## src/rtl/squash_pkg.sv

```systemverilog
package squash_pkg;
  typedef enum logic [1:0] {
    CAUSE_NONE   = 2'b00,
    CAUSE_BRANCH = 2'b01,
    CAUSE_ORDER  = 2'b10,
    CAUSE_LDBLK  = 2'b11
  } cause_e;
endpackage

```

## src/rtl/squash_taken_calc.sv

```systemverilog
module squash_taken_calc #(
  parameter int unsigned PC_W       = 32,
  parameter int unsigned INSN_BYTES = 4,
  parameter bit          DELAY_SLOT = 1'b0
) (
  input  logic [PC_W-1:0] pc_i,
  input  logic [PC_W-1:0] npc_i,
  input  logic [PC_W-1:0] nnpc_i,
  output logic            taken_o
);
  localparam logic [PC_W-1:0] STEP  = PC_W'(INSN_BYTES);
  localparam logic [PC_W-1:0] STEP2 = PC_W'(2 * INSN_BYTES);

  generate
    if (DELAY_SLOT) begin : g_ds
      logic seq_nn, seq_n;
      always_comb begin
        seq_nn  = (nnpc_i == npc_i + STEP);
        seq_n   = (npc_i == pc_i + STEP) || (npc_i == pc_i + STEP2);
        taken_o = !(seq_nn && seq_n);
      end
    end else begin : g_nods
      logic unused_nnpc;
      always_comb begin
        taken_o     = (npc_i != pc_i + STEP);
        unused_nnpc = ^nnpc_i;
      end
    end
  endgenerate
endmodule

```

## src/rtl/squash_record_build.sv

```systemverilog
module squash_record_build #(
  parameter int unsigned PC_W       = 32,
  parameter int unsigned INSN_BYTES = 4,
  parameter bit          DELAY_SLOT = 1'b0
) (
  input  squash_pkg::cause_e cause_i,
  input  logic [PC_W-1:0]    pc_i,
  input  logic [PC_W-1:0]    npc_i,
  input  logic [PC_W-1:0]    nnpc_i,
  output logic               valid_o,
  output logic [PC_W-1:0]    redir_pc_o,
  output logic [PC_W-1:0]    redir_npc_o,
  output logic [PC_W-1:0]    mispred_pc_o,
  output logic               mispred_o,
  output logic               taken_o,
  output logic               incl_self_o,
  output logic               ld_ack_o
);
  import squash_pkg::*;

  logic br_taken;

  squash_taken_calc #(
    .PC_W(PC_W), .INSN_BYTES(INSN_BYTES), .DELAY_SLOT(DELAY_SLOT)
  ) u_taken (
    .pc_i(pc_i), .npc_i(npc_i), .nnpc_i(nnpc_i), .taken_o(br_taken)
  );

  always_comb begin
    valid_o      = 1'b0;
    redir_pc_o   = '0;
    redir_npc_o  = '0;
    mispred_pc_o = '0;
    mispred_o    = 1'b0;
    taken_o      = 1'b0;
    incl_self_o  = 1'b0;
    ld_ack_o     = 1'b0;
    unique case (cause_i)
      CAUSE_BRANCH: begin
        valid_o      = 1'b1;
        redir_pc_o   = npc_i;
        redir_npc_o  = nnpc_i;
        mispred_pc_o = pc_i;
        mispred_o    = 1'b1;
        taken_o      = br_taken;
      end
      CAUSE_ORDER: begin
        valid_o     = 1'b1;
        redir_pc_o  = npc_i;
        redir_npc_o = nnpc_i;
      end
      CAUSE_LDBLK: begin
        // replay the load itself
        valid_o     = 1'b1;
        redir_pc_o  = pc_i;
        redir_npc_o = npc_i;
        incl_self_o = 1'b1;
        ld_ack_o    = 1'b1;
      end
      default: ;
    endcase
  end
endmodule

```

## src/rtl/squash_encoder.sv

```systemverilog
module squash_encoder #(
  parameter int unsigned PC_W       = 32,
  parameter int unsigned SEQ_W      = 16,
  parameter int unsigned INSN_BYTES = 4,
  parameter bit          DELAY_SLOT = 1'b0
) (
  input  logic             clk_i,
  input  logic             rst_ni,
  input  logic [1:0]       cause_i,
  input  logic [SEQ_W-1:0] seq_i,
  input  logic [PC_W-1:0]  pc_i,
  input  logic [PC_W-1:0]  npc_i,
  input  logic [PC_W-1:0]  nnpc_i,
  output logic             sq_valid_o,
  output logic [SEQ_W-1:0] sq_seq_o,
  output logic [PC_W-1:0]  redir_pc_o,
  output logic [PC_W-1:0]  redir_npc_o,
  output logic [PC_W-1:0]  mispred_pc_o,
  output logic             mispred_o,
  output logic             taken_o,
  output logic             incl_self_o,
  output logic             ld_ack_o
);
  import squash_pkg::*;

  cause_e            cause;
  logic              n_valid, n_mispred, n_taken, n_incl, n_ack;
  logic [PC_W-1:0]   n_rpc, n_rnpc, n_mpc;

  assign cause = cause_e'(cause_i);

  squash_record_build #(
    .PC_W(PC_W), .INSN_BYTES(INSN_BYTES), .DELAY_SLOT(DELAY_SLOT)
  ) u_build (
    .cause_i(cause), .pc_i(pc_i), .npc_i(npc_i), .nnpc_i(nnpc_i),
    .valid_o(n_valid), .redir_pc_o(n_rpc), .redir_npc_o(n_rnpc),
    .mispred_pc_o(n_mpc), .mispred_o(n_mispred), .taken_o(n_taken),
    .incl_self_o(n_incl), .ld_ack_o(n_ack)
  );

  always_ff @(posedge clk_i or negedge rst_ni) begin
    if (!rst_ni) begin
      sq_valid_o   <= 1'b0;
      sq_seq_o     <= '0;
      redir_pc_o   <= '0;
      redir_npc_o  <= '0;
      mispred_pc_o <= '0;
      mispred_o    <= 1'b0;
      taken_o      <= 1'b0;
      incl_self_o  <= 1'b0;
      ld_ack_o     <= 1'b0;
    end else begin
      sq_valid_o   <= n_valid;
      sq_seq_o     <= n_valid ? seq_i : '0;
      redir_pc_o   <= n_rpc;
      redir_npc_o  <= n_rnpc;
      mispred_pc_o <= n_mpc;
      mispred_o    <= n_mispred;
      taken_o      <= n_taken;
      incl_self_o  <= n_incl;
      ld_ack_o     <= n_ack;
    end
  end

  AST_VALID_FOLLOWS_REQ: assert property (@(posedge clk_i) disable iff (!rst_ni)
    (cause_i != 2'b00) |=> sq_valid_o);
  AST_IDLE_CLEARS: assert property (@(posedge clk_i) disable iff (!rst_ni)
    (cause_i == 2'b00) |=> (!sq_valid_o && !ld_ack_o && !incl_self_o && !mispred_o));
  AST_MISPRED_PC: assert property (@(posedge clk_i) disable iff (!rst_ni)
    (cause_i == 2'b01) |=> (mispred_o && mispred_pc_o == $past(pc_i)));
  AST_INCL_ONLY_LDBLK: assert property (@(posedge clk_i) disable iff (!rst_ni)
    (cause_i != 2'b11) |=> !incl_self_o);
  AST_ACK_ONLY_LDBLK: assert property (@(posedge clk_i) disable iff (!rst_ni)
    ld_ack_o |-> (sq_valid_o && incl_self_o && !mispred_o));
  AST_SEQ_CARRIED: assert property (@(posedge clk_i) disable iff (!rst_ni)
    (cause_i != 2'b00) |=> (sq_seq_o == $past(seq_i)));
endmodule

```

## config.mk

```make
export PLATFORM = sky130hd
export DESIGN_NAME = squash_encoder
export DESIGN_NICKNAME = d
export VERILOG_FILES = /design/src/rtl/squash_pkg.sv /design/src/rtl/squash_taken_calc.sv /design/src/rtl/squash_record_build.sv /design/src/rtl/squash_encoder.sv
export SDC_FILE = /design/constraint.sdc
export NUM_CORES = 1
export LEC_CHECK = 0
export BUFFER_PORTS_ARGS = -buffer_cell sky130_fd_sc_hd__buf_4
export CAP_MARGIN = 0
export CORE_UTILIZATION = 25
export DETAILED_ROUTE_END_ITERATION = 10
export GPL_ROUTABILITY_DRIVEN = 1
export HOLD_SLACK_MARGIN = 0.02
export MAX_ROUTING_LAYER = met4
export PLACE_DENSITY = 0.55
export SLEW_MARGIN = 20
export SYNTH_ARGS = -nofsm -noshare
export SYNTH_HDL_FRONTEND = slang
export SYNTH_SLANG_ARGS = --single-unit
```

## constraint.sdc

```tcl
create_clock -name clk_i -period 0.8 [get_ports clk_i]
set_clock_uncertainty 0.05 [all_clocks]
set_input_delay 0 -clock clk_i [delete_from_list [all_inputs] [get_ports clk_i]]
set_output_delay 0 -clock clk_i [all_outputs]
set_load 0.01 [all_outputs]
```

* After elaboration in Yosys (flattened, before gate mapping) *
Index checks and enable logic that the tools add are counted.

word-level totals
  register bits after elaboration = 116
  latch bits = 0
  RAM bits = 0
  bits in read-only memories = 0
  input bits = 116
  output and inout bits = 117
  word-level logic and storage cells = 23
  memories kept = 0

operators by class
  $add $sub $neg = 1
  multiply operators = 0
  div/mod/pow operators = 0
  order comparisons = 0
  equal/unequal tests = 4
  shift-type cells = 0
  multiplexer cells = 8
  bitwise operators = 0
  reductions and logical operators = 2

operator list
  cell                     count
  $pmux W32 S2             2
  $add A32 B3 Y32 const B  1
  $mux W32                 1
  $ne A32 B32 Y1           1
  $mux W16                 1
  $eq A2 B2 Y1 const B     2
  $mux W1                  4
  $reduce_or A3 Y1         1
  $eq A2 B1 Y1 const B     1
  $reduce_or A2 Y1         1

* Depth between registers and ports, before layout *
  depth in word-level cells = 4
  depth in mapped cells = 9
  gate-level depth less buffers = 8

* Modules after synthesis *
Synthesis repeated with hierarchy kept, for this count alone.

second synthesis, totals
  cells, all modules = 478
  area, all modules = 5330.1 µm²

modules (own cells, without submodules)
  module               times used  cells each  area each (µm²)  sequential area each (µm²)
  squash_encoder       1           134         3054.2           2927.8
  squash_record_build  1           192         1224.9           0.0
  squash_taken_calc    1           152         1051.0           0.0

* Worst setup path before layout *
Ideal clock, no wire load.

  kind = input -> register
  start = input pc_i[2]
  end = register taken_o
  setup time = 142 ps
  arrival time = 1582 ps
  required time = 608 ps
  setup slack = -974 ps
  stages on the path = 8
  path buffers = 0
  cells stage by stage = ha_1 > xnor2_1 > nand4_1 > a221oi_1 > o211ai_1 > or4b_1 > nor4_2 > a41oi_1

on the way
  word-level cells in the longest chain between the ends = 3

RTL lines
  item                  RTL line                   text
  start, declared       squash_encoder.sv:11       input logic [PC_W-1:0] pc_i,
  $add A32 B3 Y32       squash_taken_calc.sv:25    taken_o = (npc_i != pc_i + STEP);
  $ne A32 B32 Y1        squash_taken_calc.sv:25
  $mux W1               squash_record_build.sv:38  unique case (cause_i)
  named net n_taken     squash_encoder.sv:27       logic n_valid, n_mispred, n_taken, n_incl, n_ack;
  end signal, assigned  squash_encoder.sv:59       taken_o <= n_taken;
  end, declared         squash_encoder.sv:20       output logic taken_o,

The timed path passes the listed nets, and every way through them passes these cells.

* Worst setup path after layout *
Same ends and word-level chain as after synthesis.

==> results.json <==
{
  "status": "finished, violations left",
  "violations": "negative hold slack, negative setup slack",
  "fin_setup_tns_ps": -20340,
  "cts_made_buffers": 17,
  "cp_cell_sequence": "buf_8, ha_4, xnor2_2, nand4_1, a221oi_2, o211ai_1, or4b_1, nor4_2, a41oi_1",
  "ant_nets": 0,
  "fin_crit_ps": 1550,
  "p_leak_nw": 5.18,
  "fmax_mhz": 645,
  "syn-instance-count": 487,
  "drv_slew": 0,
  "drt_iter0_drc": 284,
  "synth_fa_ha_area_share_pct": 0.962,
  "vias": 5600,
  "wl_um": 21700,
  "async_reset_ff_share_pct": 100,
  "synth-compound-area-share_pct": 13.2,
  "cp_max_fo": 2,
  "yosys_warnings": 0,
  "hold_depth": 2,
  "holdWs_ps": -214,
  "cts_tree": "built",
  "final_common_cell": "buf_4",
  "grt_max_degree": 47,
  "ys_types": 50,
  "core_um2": 20300,
  "cp.required_ps": 1030,
  "power_density_nw_per_um2": 1730,
  "die_h_um": 146,
  "rows": 52,
  "final_cell_mix": "203 x buf_4, 119 x buf_6, 116 x dfrtp_1, 76 x nor2_1, 76 x dlygate4sd3_1",
  "synth_xor_area_share_pct": 6.23,
  "min_path_type": "input pin to flip-flop",
  "dpl_cell_area_um2": 8440,
  "antenna_found_initial": 1,
  "grt_pass1_vias": 6143,
  "max-clock-path-buffers": 2,
  "finalHoldViolations": 5,
  "cap_violations": 0,
  "seq_area_frac_synth_pct": 55.8,
  "rsz0062_at_grt": "yes",
  "critical_path_class": "input pin to flip-flop",
  "finalSetupViolCount": 120,
  "synth_ff_type": "dfrtp_1",
  "synth_edf_count": 0,
  "worst_pin_slew_ps": 323,
  "worstSetupStartpointType": "input pin",
  "grt-ovfl-total": 0,
  "postLayoutCellArea_um2": 10600,
  "post-route-period-util_pct": 194,
  "place_ws_ps": -1280,
  "slowest_stage": "or4b_1",
  "ys_seq_elements": 116,
  "h-tree-depth": 4,
  "yosys.area_share.simple_pct": 19.8,
  "ir_worst_vdd_uv": 1540,
  "synth_nets": 607,
  "synthMuxAreaShare_pct": 0.601,
  "endpoint_kind": "flip-flop",
  "relSlewSlack_pct": 78.3,
  "fillers": 1769,
  "place.gp.congestion": 0.894,
  "avgSynthCellArea_um2": 10.7,
  "syn_area_um2": 5200,
  "grt_usage_pct": 21.9,
  "firstDrtPassIters": 4,
  "path_clk_slew_ps": 60,
  "drive_gt1_share_pct": 48.2,
  "arrival_ps": 1780,
  "report.power.total_mw": 18.4,
  "drc_errors": 0,
  "worst_slack_ps": -750,
  "synth_top_family_by_area": "simple AND/OR/NAND/NOR gates",
  "areaGrowthSynthToFinish_pct": 104,
  "synth_area_leaders": "dfrtp_1 56%, a22oi_1 9.4%, nor2_1 5.5%",
  "port_buffers": 232,
  "via_per_inst": 4.68,
  "post-route-util_pct": 52.4,
  "cts.sinks": 116,
  "dieArea_um2": 21400,
  "yosysTopAreaCell": "dfrtp_1",
  "grt_pass1_wl_um": 34000,
  "fp.dieW_um": 146,
  "ios": 233,
  "nets": 1033,
  "wl_per_cell_um": 18.1,
  "hpwl_um": 15700,
  "max_stage_delay_ps": 490,
  "clock-root-buffer": "clkbuf_16",
  "start_util_pct": 25.6,
  "hold_buffers": 109,
  "synth.top_cell.area_share_pct": 55.8
}
## sequential cells by signal (all words and copies together), names as in the netlist
register,flops
sq_seq_o,16
redir_npc_o,32
redir_pc_o,32
ld_ack_o,1
taken_o,1
mispred_pc_o,32
mispred_o,1
sq_valid_o,1
## what timing repair did
action,CTS,global route
endpoints found under the hold margin,227,7
setup buffers,0,0
setup endpoints to repair,118,168
gates resized for setup,123,35
pin swaps,2,10
## worst paths after layout
| kind | from | endpoint | slack [ps] |
|---|---|---|---|
| max in group asynchronous | rst_ni | redir_npc_o[30] | 370 |
| min in group asynchronous | rst_ni | mispred_pc_o[30] | 70 |
| hold / removal | pc_i[12] | mispred_pc_o[12] | -210 |
| setup / recovery | pc_i[2] | taken_o | -750 |
## Yosys cell counts, drive strengths merged, types with 8 or more instances
| cell | count |
|---|---|
| dfrtp | 116 |
| nand4 | 11 |
| nor2 | 76 |
| and2 | 30 |
| clkbuf | 23 |
| nor2b | 16 |
| a22oi | 65 |
| inv | 8 |
| xor2 | 18 |
| nand2 | 10 |
| and3 | 9 |
| nand3 | 13 |
| xnor2 | 19 |
| buf | 13 |
## metrics by stage
step | hold WS [ps] | std cells
6_report | -214 | 1197
5_1_grt | -229 | 1197
4_1_cts | -234 | 1203
3_5_place_dp | -73.7 | 1062
3_3_place_gp | -65.5 | 1062
2_1_floorplan | -346 | 487
## area by class of cell
class,count,area [um2],share of cell area (%)
Antenna cell,1,2.50,0.0235
Tap cell,270,338,3.18
Timing Repair Buffer,443,4270,40.2
Sequential cell,116,2900,27.3
Clock inverter,15,160,1.51
Clock buffer,17,425,4.00
Multi-Input combinational cell,327,2490,23.4
Inverter,8,42.5,0.400
## report_power, final
group | switching (mW) | leakage (nW) | internal [mW]
clock network | 2.97 | 0.271 | 4.59
registers | 0.218 | 1.50 | 6.28
logic | 1.90 | 3.41 | 2.48
## layer usage
metal,up-vias,routed length (um),track usage [%],part of all wire (%)
met2,197,10700,35.0,49
met5,-,0,-,0
li1,2565,-,-,-
met4,0,768,9.84,3.5
met1,2795,8870,25.7,41
met3,43,1360,5.72,6.3
## critical path: cells and delay by family
kind	cells	cell delay, ps
xor+xnor	1	130
compound gates	3	470
buf+inv	1	100
simple gates	3	850
fa+ha+maj	1	230
## cell families after synthesis
group / count (synthesis)
AOI/OAI and AO/OA: 93
xor gates and xnor gates: 37
adders and majority gates: 4
buffers and inverters: 44
DFF: 116
muxes: 3
and+or+nand+nor: 190
(Power assumes the default switching activity.)
